$ cat config.mk
export PLATFORM = sky130hd
export DESIGN_NAME = shift_add_mul
export DESIGN_NICKNAME = d
export VERILOG_FILES = /design/src/rtl/mul_pkg.sv /design/src/rtl/mul_ctrl.sv /design/src/rtl/mul_datapath.sv /design/src/rtl/shift_add_mul.sv
export SDC_FILE = /design/constraint.sdc
export NUM_CORES = 1
export LEC_CHECK = 0
export CAP_MARGIN = 20
export CORE_MARGIN = 5
export CORE_UTILIZATION = 42
export DETAILED_ROUTE_END_ITERATION = 12
export PLACE_DENSITY_LB_ADDON = 0.15
export SLEW_MARGIN = 10
export SYNTH_ARGS = -nofsm -noshare
export SYNTH_HDL_FRONTEND = slang
export SYNTH_HIERARCHICAL = 1
export SYNTH_SLANG_ARGS = --single-unit
$ cat constraint.sdc
create_clock -name clk -period 8.4 [get_ports clk]
set_input_delay 1.68 -clock clk [delete_from_list [all_inputs] [get_ports clk]]
set_output_delay 1.68 -clock clk [all_outputs]
set_load 0.005 [all_outputs]
$ cat src/rtl/mul_pkg.sv
package mul_pkg;
  // Strobes from the sequencer to the datapath.
  typedef struct packed {
    logic load;      // capture operands, clear upper half
    logic step;      // perform one add/shift iteration
    logic lastStep;  // current iteration handles the multiplier's top bit
  } mulStrobes_t;
endpackage

$ cat src/rtl/mul_ctrl.sv
module mul_ctrl
  import mul_pkg::*;
#(
  parameter int W = 32
) (
  input  logic        clk,
  input  logic        rstN,
  input  logic        start,
  output mulStrobes_t strobes,
  output logic        busy,
  output logic        done
);
  localparam int CNT_W = $clog2(W);
  localparam logic [CNT_W-1:0] LAST = CNT_W'(W - 1);

  logic             busyQ;
  logic             doneQ;
  logic [CNT_W-1:0] cntQ;

  always_comb begin
    strobes.load     = start && !busyQ;
    strobes.step     = busyQ;
    strobes.lastStep = busyQ && (cntQ == LAST);
  end

  always_ff @(posedge clk or negedge rstN) begin
    if (!rstN) begin
      busyQ <= 1'b0;
      doneQ <= 1'b0;
      cntQ  <= '0;
    end else begin
      doneQ <= 1'b0;
      if (strobes.load) begin
        busyQ <= 1'b1;
        cntQ  <= '0;
      end else if (busyQ) begin
        if (strobes.lastStep) begin
          busyQ <= 1'b0;
          doneQ <= 1'b1;
        end else begin
          cntQ <= cntQ + 1'b1;
        end
      end
    end
  end

  assign busy = busyQ;
  assign done = doneQ;

  // done lasts a single cycle
  p_done_pulse_r3: assert property (@(posedge clk) disable iff (!rstN)
    doneQ |=> !doneQ);
  // done never overlaps busy
  p_done_idle_r3: assert property (@(posedge clk) disable iff (!rstN)
    doneQ |-> !busyQ);
  // a busy cycle is followed by more work or by the done pulse
  p_busy_progress_r3: assert property (@(posedge clk) disable iff (!rstN)
    busyQ |=> (busyQ || doneQ));
  // iteration counter stays inside the step range
  p_cnt_range_r3: assert property (@(posedge clk) disable iff (!rstN)
    busyQ |-> (cntQ <= LAST));
endmodule

$ cat src/rtl/mul_datapath.sv
module mul_datapath
  import mul_pkg::*;
#(
  parameter int W = 32
) (
  input  logic          clk,
  input  logic          rstN,
  input  mulStrobes_t   strobes,
  input  logic          signedMode,
  input  logic [W-1:0]  multiplicand,
  input  logic [W-1:0]  multiplier,
  output logic [W-1:0]  prodHi,
  output logic [W-1:0]  prodLo
);
  localparam int PW = 2 * W;

  logic [PW-1:0] prodQ;
  logic [W-1:0]  mcandQ;
  logic          signedQ;

  // Upper half and multiplicand extended by one bit: carry (unsigned) or sign (signed)
  logic [W:0]    upperX;
  logic [W:0]    mcandX;
  logic [W:0]    sumX;
  logic [W:0]    keepX;
  logic [PW-1:0] prodNext;

  always_comb begin
    upperX   = {signedQ & prodQ[PW-1], prodQ[PW-1:W]};
    mcandX   = {signedQ & mcandQ[W-1], mcandQ};
    sumX     = (signedQ && strobes.lastStep) ? (upperX - mcandX) : (upperX + mcandX);
    keepX    = prodQ[0] ? sumX : upperX;
    prodNext = {keepX, prodQ[W-1:1]};
  end

  always_ff @(posedge clk or negedge rstN) begin
    if (!rstN) begin
      prodQ   <= '0;
      mcandQ  <= '0;
      signedQ <= 1'b0;
    end else if (strobes.load) begin
      prodQ   <= {{W{1'b0}}, multiplier};
      mcandQ  <= multiplicand;
      signedQ <= signedMode;
    end else if (strobes.step) begin
      prodQ   <= prodNext;
    end
  end

  assign prodHi = prodQ[PW-1:W];
  assign prodLo = prodQ[W-1:0];

  // loading places the multiplier low and clears the upper half
  p_load_image_r2: assert property (@(posedge clk) disable iff (!rstN)
    strobes.load |=> (prodLo == $past(multiplier)) && (prodHi == '0));
  // the product register holds when no load or step is requested
  p_hold_r7: assert property (@(posedge clk) disable iff (!rstN)
    (!strobes.load && !strobes.step) |=> $stable(prodQ));
  // operands stay fixed throughout a run
  p_operands_fixed_r6: assert property (@(posedge clk) disable iff (!rstN)
    strobes.step |=> ($stable(mcandQ) && $stable(signedQ)));
endmodule

$ cat src/rtl/shift_add_mul.sv
module shift_add_mul
  import mul_pkg::*;
#(
  parameter int W = 32
) (
  input  logic         clk,
  input  logic         rstN,
  input  logic         start,
  input  logic         signedMode,
  input  logic [W-1:0] multiplicand,
  input  logic [W-1:0] multiplier,
  output logic         busy,
  output logic         done,
  output logic [W-1:0] prodHi,
  output logic [W-1:0] prodLo
);
  mulStrobes_t strobes;

  mul_ctrl #(.W(W)) u_ctrl (
    .clk     (clk),
    .rstN    (rstN),
    .start   (start),
    .strobes (strobes),
    .busy    (busy),
    .done    (done)
  );

  mul_datapath #(.W(W)) u_dp (
    .clk          (clk),
    .rstN         (rstN),
    .strobes      (strobes),
    .signedMode   (signedMode),
    .multiplicand (multiplicand),
    .multiplier   (multiplier),
    .prodHi       (prodHi),
    .prodLo       (prodLo)
  );

  // a start seen while busy never turns into a load
  p_no_reload_r6: assert property (@(posedge clk) disable iff (!rstN)
    busy |-> !strobes.load);
  // nothing is flagged in the first cycle after reset release
  p_reset_quiet_r1: assert property (@(posedge clk)
    !rstN |=> (!busy && !done));
endmodule

==> run_results.csv, run 1 <==
group,metric,value,unit
timing,slew_violations,0,
synth,syn-cell-area,7220,um2
synth,synth_top_family_by_area,"compound AO/OA/AOI/OAI gates",
die,fp-row-count,48,
cts,clock_sinks,104,
global_route,grt_pass1_wl,32600,um
final_layout,fill_cells,1605,
timing,finalCriticalPeriod,4.81,ns
worst_setup_path,cp-end-kind,"register",
synth,synth_top_area_share,36.0,%
synth,yosysTopAreaCell,"dfrtp_1",
synth,async_flop_share,100,%
timing,tightest_slew,1.05,ns
global_route,antenna_found_initial,0,
timing,skew,0.0123,ns
place,dp_hpwl,14700,um
synth,synth_cell_types,62,
detailed_routing,wl,20000,um
cts,h-tree-depth,3,
detailed_routing,dr_wl_met2,9080,um
worst_setup_path,setup.worst_path.class,"reg2reg",
final_layout,drive_gt1_share,7.35,%
die,fp.coreArea,17100,um2
detailed_routing,top_layer_used,"met4",
hold_path,min_path_type,"reg2reg",
synth,yosys.area_share.adder,6.34,%
detailed_routing,drt_first_pass_iters,5,
synth,yosys_warnings,6,
power_and_ir_drop,peakVddDrop,0.000159,V
worst_setup_path,startpoint_type,"register",
synth,ys_seq_area_share,36.0,%
global_route,grt_pass1_vias,6198,
cts,max-clock-path-buffers,2,
detailed_routing,drt-vias-per-instance,5.54,
worst_setup_path,worstPathMaxFanout,16,
place,port_buffers,133,
synth,synth-simple-area-share,16.1,%
final_layout,nets,1010,
timing,finalSetupViolations,0,
worst_setup_path,cp.arrival,5.06,ns
synth,yosys_most_used_dff,"dfrtp_1",
die,start_util,42.4,%
synth,ys_seq_elements,104,
power_and_ir_drop,p_leak,4.00,nW
synth,synth-xor-area-share,6.30,%
timing,fmax,0.208,GHz
global_route,grt_usage,20.1,%
detailed_routing,via_count,6296,
synth,syn_inst,804,
timing,rsz0062_at_grt,"no",
flow_run,maxCapViolCount,0,
global_route,grt_overflow,0,
cts,cts_tree,"done",
final_layout,antenna_cells,0,
final_layout,multiInputGateArea,4350,um2
cts,cts_inserted_buffers,9,
synth,synth_compound_area_share,19.6,%
power_and_ir_drop,p_per_area,487,nW/um2
die,die_h,141,um
die,die_x,141,um
detailed_routing,met1_length,9230,um
detailed_routing,ant_nets,0,
run_status,status,"finished, final reports clean",
place,gp_congestion,0.941,
cts,cts_setup_buffers,0,
final_layout,syn_to_final_growth,24.4,%
die,dieArea,19900,um2
die,ios,134,
timing,tns,0,ns
worst_setup_path,crit_chain,"ha_1 -> and3_1 -> ha_1 -> and2_2 -> and2_1 -> nor2_1 -> xnor2_1 -> ha_1 -> a211oi_1 -> o21ai_0 -> a31oi_1 -> o21ai_0 -> a31oi_1 -> o31ai_1 -> mux2i_1 -> nand2_1",
worst_setup_path,cp_common_cell,"ha_1",
detailed_routing,routedWlPerCell,17.6,um
worst_setup_path,path_buf_inv,0,
global_route,grt_start_max_net_pins,110,
detailed_routing,drt_iter0_drc,338,
synth,syn_area_per_cell,8.99,um2
timing,relSlewSlack,30.3,%
cts,cts-hold-fix-buffers,0,
worst_setup_path,cp.required,8.64,ns
worst_setup_path,crit_family,"compound AO/OA/AOI/OAI gates",
timing,fin_crit_sh,57.3,%
cts,cts_resized,0,
power_and_ir_drop,finalPower,4.37,mW
cts,clock-root-buffer,"clkbuf_16",
worst_setup_path,crit_slowest_cell,"o21ai_0",
synth,synth-edff-count,0,
synth,synthTopCellsByArea,"dfrtp_1 36%, mux2i_1 7.6%, ha_1 6.1%",
cts,insertion_delay,0.36,ns
cts,cts.clk_slew.worst_paths,0.08,ns
final_layout,regArea,2610,um2
detailed_routing,met3WireLength,1430,um
synth,syn-num-nets,908,
detailed_routing,drc,0,
synth,synth.area.mux_share,11.8,%
timing,final_hold_viol_count,0,
worst_setup_path,slowest_delay,0.57,ns
layer usage:
metal	vias up	global-route usage [%]
met3	18	5.94
met1	2986	27.0
met4	0	4.95
met2	169	32.0
met5	-	0
li1	3123	-
stage by stage:
step	std cells	hold slack [ns]	cell area (um2)	setup WS (ns)	util (%)
floorplan	804	0.429	7220	4.37	-
global placement	1120	0.464	8700	3.76	51.0
detailed placement	1120	0.481	8700	3.62	51.0
CTS	1136	0.491	8990	3.61	52.7
global route	1136	0.513	8990	3.29	52.7
finish	1136	0.495	8990	3.59	52.7
cell families after synthesis:
family / after synthesis
multiplexers: 82
buffers and inverters: 72
AO/OA/AOI/OAI: 225
AND/OR/NAND/NOR: 233
flip-flops: 104
XOR/XNOR: 52
adder cells (fa/ha/maj): 36
layout make-up:
type | instances | area share [%]
Multi-Input combinational cell | 628 | 48.4
Sequential cell | 104 | 29.0
Timing Repair Buffer | 137 | 15.1
Tap cell | 225 | 3.13
Clock buffer | 10 | 2.66
Inverter | 26 | 1.09
Clock inverter | 6 | 0.557
flip-flops by register name, summed over array words and instances (netlist names):
register	cells
u_dp/prodQ	64
u_dp/mcandQ	32
u_ctrl/cntQ	5
u_ctrl/busy	1
u_ctrl/done	1
u_dp/signedQ	1
power by group:
group | switching [mW] | internal (mW) | leakage [nW]
Combinational | 1.46 | 1.39 | 2.61
Clock | 0.209 | 0.214 | 0.141
Sequential | 0.324 | 0.773 | 1.24
worst paths after layout:
path | cells past startpoint | from | to | slack, ns
max in group asynchronous | 2 | rstN | u_ctrl/busy$_DFF_PN0_ | 5.76
worst min register to register | 1 | u_ctrl/cntQ[3]$_DFFE_PN0P_ | u_ctrl/cntQ[3]$_DFFE_PN0P_ | 0.49
worst max-delay path | 16 | u_ctrl/cntQ[0]$_DFFE_PN0P_ | u_dp/prodQ[63]$_DFFE_PN0P_ | 3.59
worst min-delay path | 1 | u_ctrl/cntQ[3]$_DFFE_PN0P_ | u_ctrl/cntQ[3]$_DFFE_PN0P_ | 0.49
min in group asynchronous | 1 | rstN | u_dp/prodQ[38]$_DFFE_PN0P_ | 1.26
worst max register to register | 16 | u_ctrl/cntQ[0]$_DFFE_PN0P_ | u_dp/prodQ[63]$_DFFE_PN0P_ | 3.59
cells in the mapped netlist, types with 3 or more instances:
| cell | n |
|---|---|
| o31ai_1 | 10 |
| a21o_1 | 16 |
| buf_1 | 5 |
| o22ai_1 | 3 |
| a311oi_1 | 5 |
| nand3_1 | 11 |
| or2_2 | 3 |
| o211ai_1 | 6 |
| a211oi_1 | 21 |
| nor2_1 | 57 |
| o21ai_0 | 68 |
| dfrtp_1 | 104 |
| nor3_1 | 12 |
| o21bai_1 | 5 |
| nand4b_1 | 3 |
| nand2b_1 | 10 |
| o21a_1 | 3 |
| and2_1 | 7 |
| nand4_1 | 11 |
| or3_1 | 5 |
| a31oi_1 | 13 |
| ha_1 | 35 |
| o211a_1 | 3 |
| mux2i_1 | 55 |
| xor2_1 | 20 |
| clkbuf_1 | 39 |
| a211o_1 | 4 |
| nor4_1 | 5 |
| and3_1 | 8 |
| a21oi_1 | 53 |
| nand3b_1 | 6 |
| inv_1 | 26 |
| nand2_1 | 75 |
| nor2b_1 | 7 |
| xnor2_1 | 32 |
| mux2_2 | 27 |
cell usage in the layout, fill, tap and decap left out, drive strengths merged, types with 10 or more instances in the layout:
cell	n
a21o	16
mux2	27
nor3	12
clkbuf	10
a211oi	22
xor2	20
nand2b	10
dfrtp	104
clkdlybuf4s50	132
nand2	75
xnor2	32
nand4	11
nand3	12
nor2	58
inv	28
o21ai	68
a21oi	53
mux2i	55
a31oi	13
o31ai	10
ha	35
(Power assumes the default switching activity.)
==> run 2: changes to the inputs <==
clock period = 4.8 ns   (was 8.4 ns; I/O delays follow)
==> run 2 against run 1 <==
Non-clock buffer count grew 8. Flip-flop and latch count stayed put. Largest cell class unchanged. Sequential share of layout area is 0.20 points lower. Design area grew 0.71%. Power rose by 76%. Worst setup slack worse by 3.2 ns. Utilization rose by 0.37 points. Register-to-register slack lost 3.2 ns. Largest power group unchanged. Global-route usage grew 0.25 points. Clock power rose by 71%. Final cell count up 0.70%. Sequential power increased by 69%.
==> run_results.csv, run 2 (synthesis gave the netlist of run 1 again) <==
group,metric,value,unit
worst_setup_path,crit_chain,"or4_4 -> or4_4 -> or2_2 -> nor4_2 -> a21oi_1 -> xnor2_1 -> ha_1 -> a21o_1 -> a21oi_1 -> o21ai_0 -> and2_1 -> a2111oi_0 -> xor2_1 -> o22ai_1",
worst_setup_path,rr_startpoint,"u_dp/mcandQ[14]$_DFFE_PN0P_",
hold_path,hold_path.startpoint,"u_ctrl/cntQ[3]$_DFFE_PN0P_",
cts,cts.clk_slew.worst_paths,0.07,ns
power_and_ir_drop,p_per_area,850,nW/um2
timing,tns,0,ns
cts,cts_tree,"done",
cts,clock-root-buffer,"clkbuf_16",
place,gp_congestion,0.919,
global_route,grt_start_max_net_pins,131,
cts,cts-hold-fix-buffers,0,
cts,clock_sinks,104,
timing,tightest_slew,0.754,ns
worst_setup_path,crit_slowest_cell,"or4_4",
timing,finalCriticalPeriod,4.45,ns
timing,skew,0.00510,ns
die,die_x,141,um
global_route,grt_overflow,0,
final_layout,drive_gt1_share,8.16,%
power_and_ir_drop,p_leak,4.04,nW
final_layout,syn_to_final_growth,25.3,%
place,post-place-ws,0.415,ns
final_layout,stdcell_area,9050,um2
timing,relSlewSlack,49.7,%
global_route,grt_pass1_wl,32800,um
worst_setup_path,cp.required,5.01,ns
timing,setup_slack,0.347,ns
timing,rsz0062_at_grt,"no",
die,fp-row-count,48,
final_layout,final_cell_mix,"132 x clkdlybuf4s50_1, 102 x dfrtp_1, 75 x nand2_1",
detailed_routing,drt_first_pass_iters,4,
worst_setup_path,slowest_delay,0.55,ns
power_and_ir_drop,peakVddDrop,0.000285,V
worst_setup_path,cp-end-kind,"register",
cts,insertion_delay,0.35,ns
cts,max-clock-path-buffers,2,
die,ios,134,
hold_path,min_path_type,"reg2reg",
final_layout,mostFrequentLayoutCell,"clkdlybuf4s50_1",
cts,cts_resized,0,
place,dp_hpwl,14500,um
timing,finalSetupViolations,0,
timing,fin_crit_sh,92.8,%
worst_setup_path,worstPathMaxFanout,6,
final_layout,largest_register,"u_dp/prodQ",
global_route,antenna_found_initial,0,
timing,slew_violations,0,
final_layout,antenna_cells,0,
detailed_routing,routedWlPerCell,17.6,um
detailed_routing,wl,20100,um
detailed_routing,drc,0,
worst_setup_path,cp.arrival,4.67,ns
worst_setup_path,setup.worst_path.class,"reg2reg",
cts,h-tree-depth,3,
detailed_routing,drt-vias-per-instance,5.52,
final_layout,reg.largest.list,"u_dp/prodQ (64), u_dp/mcandQ (32), u_ctrl/cntQ (5)",
global_route,grt_pass1_vias,6069,
place,place_area,8770,um2
final_layout,nets,1018,
run_status,status,"finished, final reports clean",
die,start_util,42.4,%
cts,cts_inserted_buffers,9,
die,fp.coreArea,17100,um2
worst_setup_path,ff2ff_setup_slack,0.35,ns
timing,hold_slack,0.466,ns
global_route,grt_usage,20.4,%
flow_run,maxCapViolCount,0,
detailed_routing,via_count,6312,
detailed_routing,drt_iter0_drc,366,
final_layout,largest_register_ffs,64,
final_layout,fin_util,53.1,%
timing,final_hold_viol_count,0,
detailed_routing,ant_nets,0,
worst_setup_path,crit_start,"u_dp/mcandQ[14]$_DFFE_PN0P_",
worst_setup_path,startpoint_type,"register",
die,dieArea,19900,um2
cts,cts_setup_buffers,0,
die,die_h,141,um
place,port_buffers,133,
timing,fmax,0.225,GHz
run 2: cell count changes in the layout (fill, tap and decap cells not counted):
cell	delta
buf_12	+1
buf_4	+7
clkbuf_8	-1
clkinv_2	+1
run 2: final timing paths:
| check | cells after the start | end |
|---|---|---|
| setup / recovery | 14 | u_dp/prodQ[61]$_DFFE_PN0P_ |
| hold / removal | 1 | u_ctrl/cntQ[3]$_DFFE_PN0P_ |
| setup reg to reg | 14 | u_dp/prodQ[61]$_DFFE_PN0P_ |
| hold reg to reg | 1 | u_ctrl/cntQ[3]$_DFFE_PN0P_ |
| max in group asynchronous | 2 | u_ctrl/busy$_DFF_PN0_ |
| min in group asynchronous | 1 | u_dp/prodQ[38]$_DFFE_PN0P_ |
run 2: through the flow:
stage | total power [mW] | cells
global route | 8.40 | 1144
CTS | 7.71 | 1144
global placement | 6.93 | 1128
detailed placement | 6.95 | 1128
finish | 7.69 | 1144
floorplan | 5.31 | 804
run 2: worst max-delay path: cells and delay by family, from the launching register on:
family / cells / cell delay (ns)
and+or+nand+nor: 5 / 1.97
xor gates and xnor gates: 2 / 0.36
DFF: 1 / 0.42
adders and majority gates: 1 / 0.36
AOI/OAI and AO/OA: 6 / 1.19
run 2: layer usage:
metal / vias to the layer above / wire length (um) / track usage (%)
met5: - / 0 / 0
met4: 0 / 302 / 5.92
met3: 22 / 1320 / 5.05
met2: 166 / 9070 / 31.6
met1: 2994 / 9390 / 28.2
li1: 3130 / - / -
run 2: where the power goes:
part	total, mW	switching (mW)	internal [mW]	leakage [nW]
Combinational	5.11	2.63	2.47	2.66
Clock	0.722	0.364	0.358	0.138
Sequential	1.86	0.511	1.35	1.24
run 2: layout make-up:
class / instances / area (um2)
Sequential cell: 104 / 2610
Fill cell: 1596 / 8000
Clock inverter: 7 / 55.1
Timing Repair Buffer: 145 / 1430
Clock buffer: 9 / 225
Inverter: 26 / 97.6
Multi-Input combinational cell: 628 / 4350
Tap cell: 225 / 282
==> run 3: changes to the inputs <==
CTS_BUF_LIST = sky130_fd_sc_hd__clkbuf_8 sky130_fd_sc_hd__clkbuf_16   (was not set)
clock period = 3.6 ns   (was 4.8 ns; I/O delays follow)
==> run 3 against run 2 <==
The flow now finishes with violations (setup timing). Clock power up 44%. Utilization up 9.7 points. Via count up 12%. Largest power group unchanged.
==> run_results.csv, run 3 (synthesis gave the netlist of run 1 again) <==
group,metric,value,unit
worst_setup_path,startpoint_type,"register",
run_status,status,"finished with violations",
power_and_ir_drop,p_per_area,1230,nW/um2
place,gp_congestion,0.940,
timing,finalSetupViolations,10,
timing,relSlewSlack,50.6,%
worst_setup_path,setup.worst_path.class,"reg2reg",
final_layout,largest_register,"u_dp/prodQ",
final_layout,largest_register_ffs,64,
detailed_routing,top_layer_used,"met4",
detailed_routing,dr_wl_met2,10400,um
timing,skew,0.0116,ns
cts,cts_inserted_buffers,9,
worst_setup_path,cp.required,3.80,ns
global_route,grt_pass1_wl,36200,um
cts,cts.clk_slew.worst_paths,0.08,ns
final_layout,final_cell_mix,"145 x buf_4, 132 x clkdlybuf4s50_1, 102 x dfrtp_1",
timing,tightest_slew,0.742,ns
final_layout,nets,1162,
final_layout,syn_to_final_growth,48.2,%
cts,cts_tree,"done",
power_and_ir_drop,p_leak,4.85,nW
detailed_routing,drt_first_pass_iters,5,
final_layout,drive_gt1_share,27.8,%
timing,fin_crit_sh,109,%
die,fp.coreArea,17100,um2
run_status,violations,"setup timing",
worst_setup_path,crit_slowest_cell,"or4_4",
worst_setup_path,crit_chain,"or4_4 -> or4_4 -> or2_4 -> buf_12 -> nand2_8 -> xor2_4 -> ha_4 -> a21oi_4 -> o21ai_1 -> a21o_1 -> a221o_1 -> a31oi_4 -> mux2i_1 -> o211a_1 -> a311oi_1",
detailed_routing,wl,22100,um
detailed_routing,ant_nets,0,
cts,cts-hold-fix-buffers,0,
final_layout,mostFrequentLayoutCell,"buf_4",
timing,rsz0062_at_grt,"yes",
worst_setup_path,cp-end-kind,"register",
timing,tns,-2.21,ns
place,post-place-ws,-0.324,ns
detailed_routing,routedWlPerCell,17.2,um
detailed_routing,drt-vias-per-instance,5.48,
timing,final_hold_viol_count,0,
global_route,grt_start_max_net_pins,131,
detailed_routing,via_count,7058,
die,dieArea,19900,um2
global_route,grt_usage,22.4,%
die,ios,134,
cts,clock_sinks,104,
cts,clock-root-buffer,"clkbuf_16",
cts,h-tree-depth,3,
worst_setup_path,cp.arrival,4.12,ns
flow_run,maxCapViolCount,0,
worst_setup_path,worstPathMaxFanout,4,
detailed_routing,met3WireLength,1490,um
timing,finalCriticalPeriod,3.92,ns
timing,fmax,0.255,GHz
cts,max-clock-path-buffers,2,
detailed_routing,drt_iter0_drc,469,
place,port_buffers,133,
global_route,grt_overflow,0,
die,fp-row-count,48,
power_and_ir_drop,finalPower,13.2,mW
detailed_routing,drc,0,
power_and_ir_drop,peakVddDrop,0.000557,V
worst_setup_path,slowest_delay,0.56,ns
global_route,antenna_found_initial,1,
place,dp_hpwl,16200,um
die,die_h,141,um
timing,slew_violations,0,
final_layout,reg.largest.list,"u_dp/prodQ (64), u_dp/mcandQ (32), u_ctrl/cntQ (5)",
detailed_routing,met1_length,9740,um
cts,insertion_delay,0.35,ns
global_route,grt_pass1_vias,7073,
hold_path,min_path_type,"in2async",
die,die_x,141,um
timing,setup_slack,-0.317,ns
die,start_util,42.4,%
worst_setup_path,cp_common_cell,"or4_4",
run 3: changes by cell type in the layout (fill, tap and decap cells not counted), moves of 5 or more:
cell     delta
ha_1        -6
o21ai_0     -8
buf_4     +133
o21ai_1     +5
buf_6       +9
a21oi_1    -17
a21oi_2    +15
nor2_1      -5
o31ai_1     -7
run 3: repair_timing:
action | CTS | global route
buffers inserted | 6 | 9
gates resized for setup | 28 | 61
gates cloned | 0 | 1
endpoints found under the setup margin | 18 | 20
pin swaps | 22 | 27
run 3: critical path, delay by kind of cell, from the launching register on:
family	cells	cell delay, ns
and+or+nand+nor	4	1.37
AOI/OAI and AO/OA	7	1.26
DFF	1	0.39
adders and majority gates	1	0.24
muxes	1	0.22
xor gates and xnor gates	1	0.17
buffers and inverters	1	0.14
run 3: report_power, final:
group / switching (mW) / total, mW / internal [mW] / leakage (nW)
Clock: 0.491 / 1.04 / 0.548 / 0.148
Sequential: 0.723 / 2.53 / 1.80 / 1.24
Combinational: 4.45 / 9.59 / 5.14 / 3.46
run 3: worst paths after layout:
kind	startpoint	endpoint	slack, ns	depth (start not counted)
max reg2reg	u_dp/mcandQ[15]$_DFFE_PN0P_	u_dp/prodQ[59]$_DFFE_PN0P_	-0.32	15
max	u_dp/mcandQ[15]$_DFFE_PN0P_	u_dp/prodQ[59]$_DFFE_PN0P_	-0.32	15
min reg2reg	u_dp/mcandQ[21]$_DFFE_PN0P_	u_dp/mcandQ[21]$_DFFE_PN0P_	0.56	1
min in group clk	u_dp/mcandQ[21]$_DFFE_PN0P_	u_dp/mcandQ[21]$_DFFE_PN0P_	0.56	1
min	rstN	u_dp/prodQ[40]$_DFFE_PN0P_	0.39	1
max in group asynchronous	rstN	u_ctrl/cntQ[3]$_DFFE_PN0P_	2.32	2
run 3: area by class of cell:
class                           instances  area (um2)
Tap cell                              225         282
Clock inverter                          7        76.3
Fill cell                            1462        6350
Clock buffer                            9         225
Inverter                               26         100
Timing Repair Buffer                  288        2550
Antenna cell                            1        2.50
Multi-Input combinational cell        629        4860
Sequential cell                       104        2610
run 3: per-layer routing:
layer	vias to the layer above	global-route usage, %
met5	-	0
met4	0	6.94
met3	42	5.39
met2	232	35.9
met1	3353	29.8
li1	3431	-
run 3: per-stage QoR:
stage               utilization [%]  hold WS, ns  cell area [um2]  instances
floorplan                         -        0.424             7390        804
detailed placement             57.8        0.556             9860       1257
global route                   62.8        0.451            10700       1289
CTS                            60.5        0.421            10300       1278
global placement               57.8        0.553             9860       1257
finish                         62.8        0.392            10700       1289
